<file path="src/rtl/irtx_pkg.sv">
package irtx_pkg;

  // Pad source codes; the numeric values are part of the control encoding.
  typedef enum logic [1:0] {
    SRC_UART = 2'd0,
    SRC_GPO  = 2'd1,
    SRC_WH   = 2'd2,
    SRC_VARH = 2'd3
  } src_sel_e;

  // Duty codes; eighths of the carrier period that are high = 4 - code.
  typedef enum logic [1:0] {
    DUTY_50   = 2'd0,
    DUTY_37P5 = 2'd1,
    DUTY_25   = 2'd2,
    DUTY_12P5 = 2'd3
  } duty_sel_e;

  localparam int unsigned DUTY_CODES = 4;
  localparam int unsigned DUTY_DENOM = 8;

  // Number of high clocks in one carrier period for a given duty code.
  function automatic int unsigned high_clocks(int unsigned div, int unsigned code);
    return (div * (DUTY_CODES - code)) / DUTY_DENOM;
  endfunction

endpackage

</file>
<file path="src/rtl/irtx_carrier_gen.sv">
module irtx_carrier_gen
  import irtx_pkg::*;
#(
  parameter int unsigned CARRIER_DIV = 6579
) (
  input  logic       clk,
  input  logic       rst,
  input  logic [1:0] duty_i,
  output logic       carrier_o
);

  localparam int unsigned CW = (CARRIER_DIV > 1) ? $clog2(CARRIER_DIV) : 1;
  localparam logic [CW-1:0] LAST = CW'(CARRIER_DIV - 1);
  localparam logic [CW:0] HALF = (CW+1)'(CARRIER_DIV / 2);

  logic [CW-1:0] cnt_q;
  logic [CW:0]   thr [DUTY_CODES];

  // One threshold per duty code, computed from the divisor.
  for (genvar g = 0; g < DUTY_CODES; g++) begin : g_thr
    localparam int unsigned HI = high_clocks(CARRIER_DIV, g);
    assign thr[g] = (CW+1)'(HI);
  end

  always_ff @(posedge clk) begin
    if (rst)               cnt_q <= '0;
    else if (cnt_q == LAST) cnt_q <= '0;
    else                   cnt_q <= cnt_q + 1'b1;
  end

  assign carrier_o = ({1'b0, cnt_q} < thr[duty_i]);

  p_cnt_range_r6: assert property (@(posedge clk) disable iff (rst)
    cnt_q <= LAST);

  p_cnt_wrap_r6: assert property (@(posedge clk) disable iff (rst)
    (cnt_q == LAST) |=> (cnt_q == '0));

  p_cnt_step_r6: assert property (@(posedge clk) disable iff (rst)
    (cnt_q != LAST) |=> (cnt_q == $past(cnt_q) + 1'b1));

  p_carrier_first_half_r6: assert property (@(posedge clk) disable iff (rst)
    carrier_o |-> ({1'b0, cnt_q} < HALF));

  p_reset_clears_r8: assert property (@(posedge clk)
    rst |=> (cnt_q == '0));

endmodule

</file>
<file path="src/rtl/irtx_uart_shaper.sv">
module irtx_uart_shaper (
  input  logic uart_i,
  input  logic invert_i,
  input  logic mod_en_i,
  input  logic carrier_i,
  output logic line_o
);

  logic bit_s;

  // Inversion comes first, then the optional carrier gate.
  assign bit_s  = uart_i ^ invert_i;
  assign line_o = mod_en_i ? (~bit_s & carrier_i) : bit_s;

endmodule

</file>
<file path="src/rtl/irtx_src_mux.sv">
module irtx_src_mux
  import irtx_pkg::*;
(
  input  logic [1:0] sel_i,
  input  logic       uart_line_i,
  input  logic       gpo_i,
  input  logic       wh_i,
  input  logic       varh_i,
  output logic       pad_d_o
);

  src_sel_e sel;
  assign sel = src_sel_e'(sel_i);

  always_comb begin
    unique case (sel)
      SRC_GPO:  pad_d_o = gpo_i;
      SRC_WH:   pad_d_o = wh_i;
      SRC_VARH: pad_d_o = varh_i;
      default:  pad_d_o = uart_line_i;
    endcase
  end

endmodule

</file>
<file path="src/rtl/irtx_pin_cond.sv">
module irtx_pin_cond
  import irtx_pkg::*;
#(
  parameter int unsigned CARRIER_DIV = 6579
) (
  input  logic       clk,
  input  logic       rst,
  input  logic [1:0] src_sel_i,
  input  logic       uart_tx_i,
  input  logic       gpo_i,
  input  logic       wh_pulse_i,
  input  logic       varh_pulse_i,
  input  logic       tx_invert_i,
  input  logic       mod_en_i,
  input  logic [1:0] duty_sel_i,
  output logic       pin_o
);

  logic carrier;
  logic uart_line;
  logic pad_d;
  logic pin_q;

  irtx_carrier_gen #(.CARRIER_DIV(CARRIER_DIV)) u_carrier (
    .clk       (clk),
    .rst       (rst),
    .duty_i    (duty_sel_i),
    .carrier_o (carrier)
  );

  irtx_uart_shaper u_shaper (
    .uart_i    (uart_tx_i),
    .invert_i  (tx_invert_i),
    .mod_en_i  (mod_en_i),
    .carrier_i (carrier),
    .line_o    (uart_line)
  );

  irtx_src_mux u_mux (
    .sel_i       (src_sel_i),
    .uart_line_i (uart_line),
    .gpo_i       (gpo_i),
    .wh_i        (wh_pulse_i),
    .varh_i      (varh_pulse_i),
    .pad_d_o     (pad_d)
  );

  // Registered pad drive: one flop between all controls and the pin.
  always_ff @(posedge clk) begin
    if (rst) pin_q <= 1'b0;
    else     pin_q <= pad_d;
  end

  assign pin_o = pin_q;

  p_gpo_pass_r1: assert property (@(posedge clk) disable iff (rst)
    (src_sel_i == 2'd1) |=> (pin_o == $past(gpo_i)));

  p_wh_pass_r2: assert property (@(posedge clk) disable iff (rst)
    (src_sel_i == 2'd2) |=> (pin_o == $past(wh_pulse_i)));

  p_varh_pass_r2: assert property (@(posedge clk) disable iff (rst)
    (src_sel_i == 2'd3) |=> (pin_o == $past(varh_pulse_i)));

  p_plain_uart_r3: assert property (@(posedge clk) disable iff (rst)
    (src_sel_i == 2'd0 && !mod_en_i && !tx_invert_i) |=> (pin_o == $past(uart_tx_i)));

  p_invert_r4: assert property (@(posedge clk) disable iff (rst)
    (src_sel_i == 2'd0 && !mod_en_i && tx_invert_i) |=> (pin_o != $past(uart_tx_i)));

  p_mark_dark_r5: assert property (@(posedge clk) disable iff (rst)
    (src_sel_i == 2'd0 && mod_en_i && (uart_tx_i != tx_invert_i)) |=> !pin_o);

  p_reset_low_r8: assert property (@(posedge clk)
    rst |=> !pin_o);

endmodule

</file>
<file path="config.mk">
export PLATFORM = sky130hd
export DESIGN_NAME = irtx_pin_cond
export DESIGN_NICKNAME = d
export VERILOG_FILES = /design/src/rtl/irtx_pkg.sv /design/src/rtl/irtx_carrier_gen.sv /design/src/rtl/irtx_uart_shaper.sv /design/src/rtl/irtx_src_mux.sv /design/src/rtl/irtx_pin_cond.sv
export SDC_FILE = /design/constraint.sdc
export NUM_CORES = 1
export LEC_CHECK = 0
export ABC_AREA = 1
export BUFFER_PORTS_ARGS = -buffer_cell sky130_fd_sc_hd__buf_2
export CORE_MARGIN = 10
export CORE_UTILIZATION = 61
export CTS_CLUSTER_DIAMETER = 30
export DETAILED_ROUTE_END_ITERATION = 8
export GPL_ROUTABILITY_DRIVEN = 0
export GPL_TIMING_DRIVEN = 0
export PLACE_DENSITY = 0.86
export RECOVER_POWER = 50
export SETUP_SLACK_MARGIN = 0.5
export SYNTH_ARGS = -nofsm -noshare
export SYNTH_HDL_FRONTEND = slang
export SYNTH_HIERARCHICAL = 1
export SYNTH_SLANG_ARGS = --single-unit
</file>
<file path="constraint.sdc">
create_clock -name clk -period 5.9 [get_ports clk]
set_input_delay 0.885 -clock clk [delete_from_list [all_inputs] [get_ports clk]]
set_output_delay 0.885 -clock clk [all_outputs]
set_load 0.02 [all_outputs]
</file>
==> results.json <==
{
  "cts_buffers": 3,
  "ys_seq_area_frac": 0.2494,
  "worstPathRequired_ns": 6.12,
  "p_per_area_nw_per_um2": 157.9,
  "cts_buffer_depth": 2,
  "grt_pass1_wl_um": 4140,
  "initialDrtViolationCount": 33,
  "die_w_um": 62.92,
  "synth_cell_type_count": 20,
  "nNetsFinal": 219,
  "cts.sinks": 14,
  "tritoncts": "done",
  "synth.avg_cell_area_um2": 6.457,
  "cp_top_family": "simple AND/OR/NAND/NOR gates",
  "post-route-period-util": 0.4392,
  "relSlewSlack": 0.7054,
  "slew_violations": 0,
  "grt_util_all_layers": 0.1206,
  "synth_fa_ha_area_frac": 0.1782,
  "fin_skew_ns": 0.006686,
  "dpl.hpwl_um": 1872,
  "p_int_mw": 0.1459,
  "grt_overflow": 0,
  "area_growth_syn_to_layout_pct": 10.47,
  "drt-total-wl_um": 2305,
  "rows": 15,
  "num-fill-cells": 164,
  "holdBufCountCts": 0,
  "ff2ff_setup_slack_ns": 4.12,
  "critPathMaxFanout": 5,
  "portBuffers": 12,
  "layout-drive-gt1-share": 0.1263,
  "seqCellArea_um2": 280.3,
  "multi_input_area_um2": 716.9,
  "critPathSlowestCell": "ha_1",
  "clkSlewWorstSetupHoldPaths_ns": 0.09,
  "criticalPathCategory": "input pin to register",
  "fin_ws_ns": 3.309,
  "hold_class": "register to register",
  "yosysWarnings": 6,
  "fmax_ghz": 0.3859,
  "power_frac_seq": 0.508,
  "status": "finished, final reports clean",
  "critPathArrivalTime_ns": 2.81,
  "setup_tns_ns": 0,
  "pre_cts_ws_ns": 3.040,
  "synth_simple_gate_area_frac": 0.3797,
  "cts_resized": 0,
  "synthMuxAreaShare": 0,
  "rsz0062_at_grt": "false",
  "drc_errors": 0,
  "sw_frac_of_total": 0.2559,
  "comb_power_share": 0.145,
  "ys_seq_elements": 14,
  "r2r_start": "u_carrier/cnt_q[5]",
  "grt_max_degree": 11,
  "hp-start": "u_carrier/cnt_q[0]",
  "synth_nets": 202,
  "wl_per_cell_um": 10.72,
  "postRouteAntennaNets": 0,
  "root_buffer": "clkbuf_4",
  "critPathMaxStageDelay_ns": 0.31,
  "peakVddDrop_v": 0.0001725,
  "core-area_um2": 1745,
  "synth_compound_area_frac": 0.04343,
  "drv_cap": 0,
  "switchingPower_mw": 0.05017,
  "first_pass_iters": 4,
  "num_antenna_cells": 0,
  "p_clk_frac": 0.347,
  "routed_via_density": 5.014,
  "cp-startpoint": "duty_sel_i[1]",
  "ios": 13,
  "syn_area_um2": 1124,
  "crit_top_cell": "nand2_1",
  "utilization": 0.7111,
  "synth_cells": 174,
  "fin_crit_ns": 2.591,
  "critPathLaunchType": "input pin",
  "vias": 1078,
  "worstMarginPinSlew_ns": 0.4419,
  "crit_chain": "buf_2, inv_1, ha_1, nor2_1, ha_1, nand2_1, nand2_1, a21oi_1, nand2_1, a21oi_1, nand2_1, inv_1, nand3_1, nand2_1, inv_2, nand2_1, nand3_1, nand2_1, inv_1, nor2_2",
  "die_area_um2": 3958,
  "postCtsSetupBuffers": 0,
  "synth_xor_area_frac": 0.03898,
  "initial_utilization": 0.6437,
  "die_h_um": 62.92,
  "cp-end-kind": "register",
  "p_leak_nw": 0.6208,
  "grt_pass1_vias": 1013,
  "final-hold-violation-count": 0,
  "setup_violations": 0,
  "synth_top_family_by_area": "simple AND/OR/NAND/NOR gates",
  "crit_buf_inv": 5,
  "clock_latency_ns": 0.27,
  "cts-htree-levels": 1,
  "hold_slack_ns": 0.4912,
  "antenna_found_initial": 0
}
-- cells by family (layout without fill, tap and decap cells) --
group | Yosys count | count (layout)
buffers and inverters | 31 | 47
and+or+nand+nor | 99 | 99
adders and majority gates | 16 | 16
xor gates and xnor gates | 5 | 5
DFF | 14 | 14
AOI/OAI and AO/OA | 9 | 9
-- placed cells by master, fill, tap and decap left out, types with 2 or more instances in the layout --
master,n
ha_1,16
dfxtp_1,14
xnor2_1,2
a21oi_1,6
nand4_1,3
clkbuf_4,3
inv_2,2
buf_2,12
o21ai_0,2
inv_1,27
nor2_1,24
nand2_1,52
xor2_1,3
nand3_1,13
nor2_4,2
nand2_2,2
-- flip-flops by register name (all words and copies together) (netlist names) --
name / cells
u_carrier/cnt_q: 13
pin_o: 1
-- synthesized netlist by cell type --
library cell	number	area share
xor2_1	3	0.023
inv_1	27	0.090
o21ai_0	2	0.0089
a21oi_2	1	0.0078
ha_1	16	0.18
nor2_1	24	0.080
nor2_4	2	0.020
nor2_2	1	0.0056
nand2_2	3	0.017
or2_0	1	0.0056
a21oi_1	6	0.027
buf_6	1	0.010
clkinv_1	1	0.0033
nand3b_1	1	0.0067
nand3_1	13	0.058
nand4_1	3	0.017
xnor2_1	2	0.016
dfxtp_1	14	0.25
inv_2	2	0.0067
nand2_1	51	0.17
-- area by class of cell --
cell class                      count  area share
Inverter                           30     0.09073
Multi-Input combinational cell    129      0.5776
Sequential cell                    14      0.2258
Tap cell                           25     0.02520
Buffer                              1    0.003024
Clock buffer                        4     0.02923
Timing Repair Buffer               12     0.04839
-- per-layer routing --
layer | global-route usage | share of wire | up-vias
met5 | 0 | 0 | -
met3 | 0.02867 | 0.045 | 4
li1 | - | - | 569
met4 | 0.04469 | 0.013 | 0
met1 | 0.1329 | 0.46 | 489
met2 | 0.2157 | 0.49 | 16
-- stage by stage --
| stage | instances | cell area (um2) | total power, mW |
|---|---|---|---|
| global placement | 211 | 1215 | 0.1290 |
| CTS | 215 | 1251 | 0.1984 |
| detailed placement | 211 | 1215 | 0.1311 |
| finish | 215 | 1241 | 0.1960 |
| floorplan | 174 | 1124 | 0.1208 |
| global route | 215 | 1241 | 0.2079 |
-- power groups by stage --
stage               registers, mW  clock network, mW  logic (mW)
CTS                        0.0995             0.0693      0.0296
global placement            0.102                  0      0.0274
finish                     0.0996             0.0680      0.0285
detailed placement          0.102                  0      0.0294
global route               0.0998             0.0744      0.0337
floorplan                   0.102                  0      0.0190
-- worst paths after layout --
| check | endpoint | cells after the start |
|---|---|---|
| setup / recovery | pin_o | 20 |
| hold / removal | u_carrier/cnt_q[0] | 1 |
| setup reg to reg | pin_o | 16 |
| hold reg to reg | u_carrier/cnt_q[0] | 1 |
Note: power is estimated with default switching activity, not from simulation.
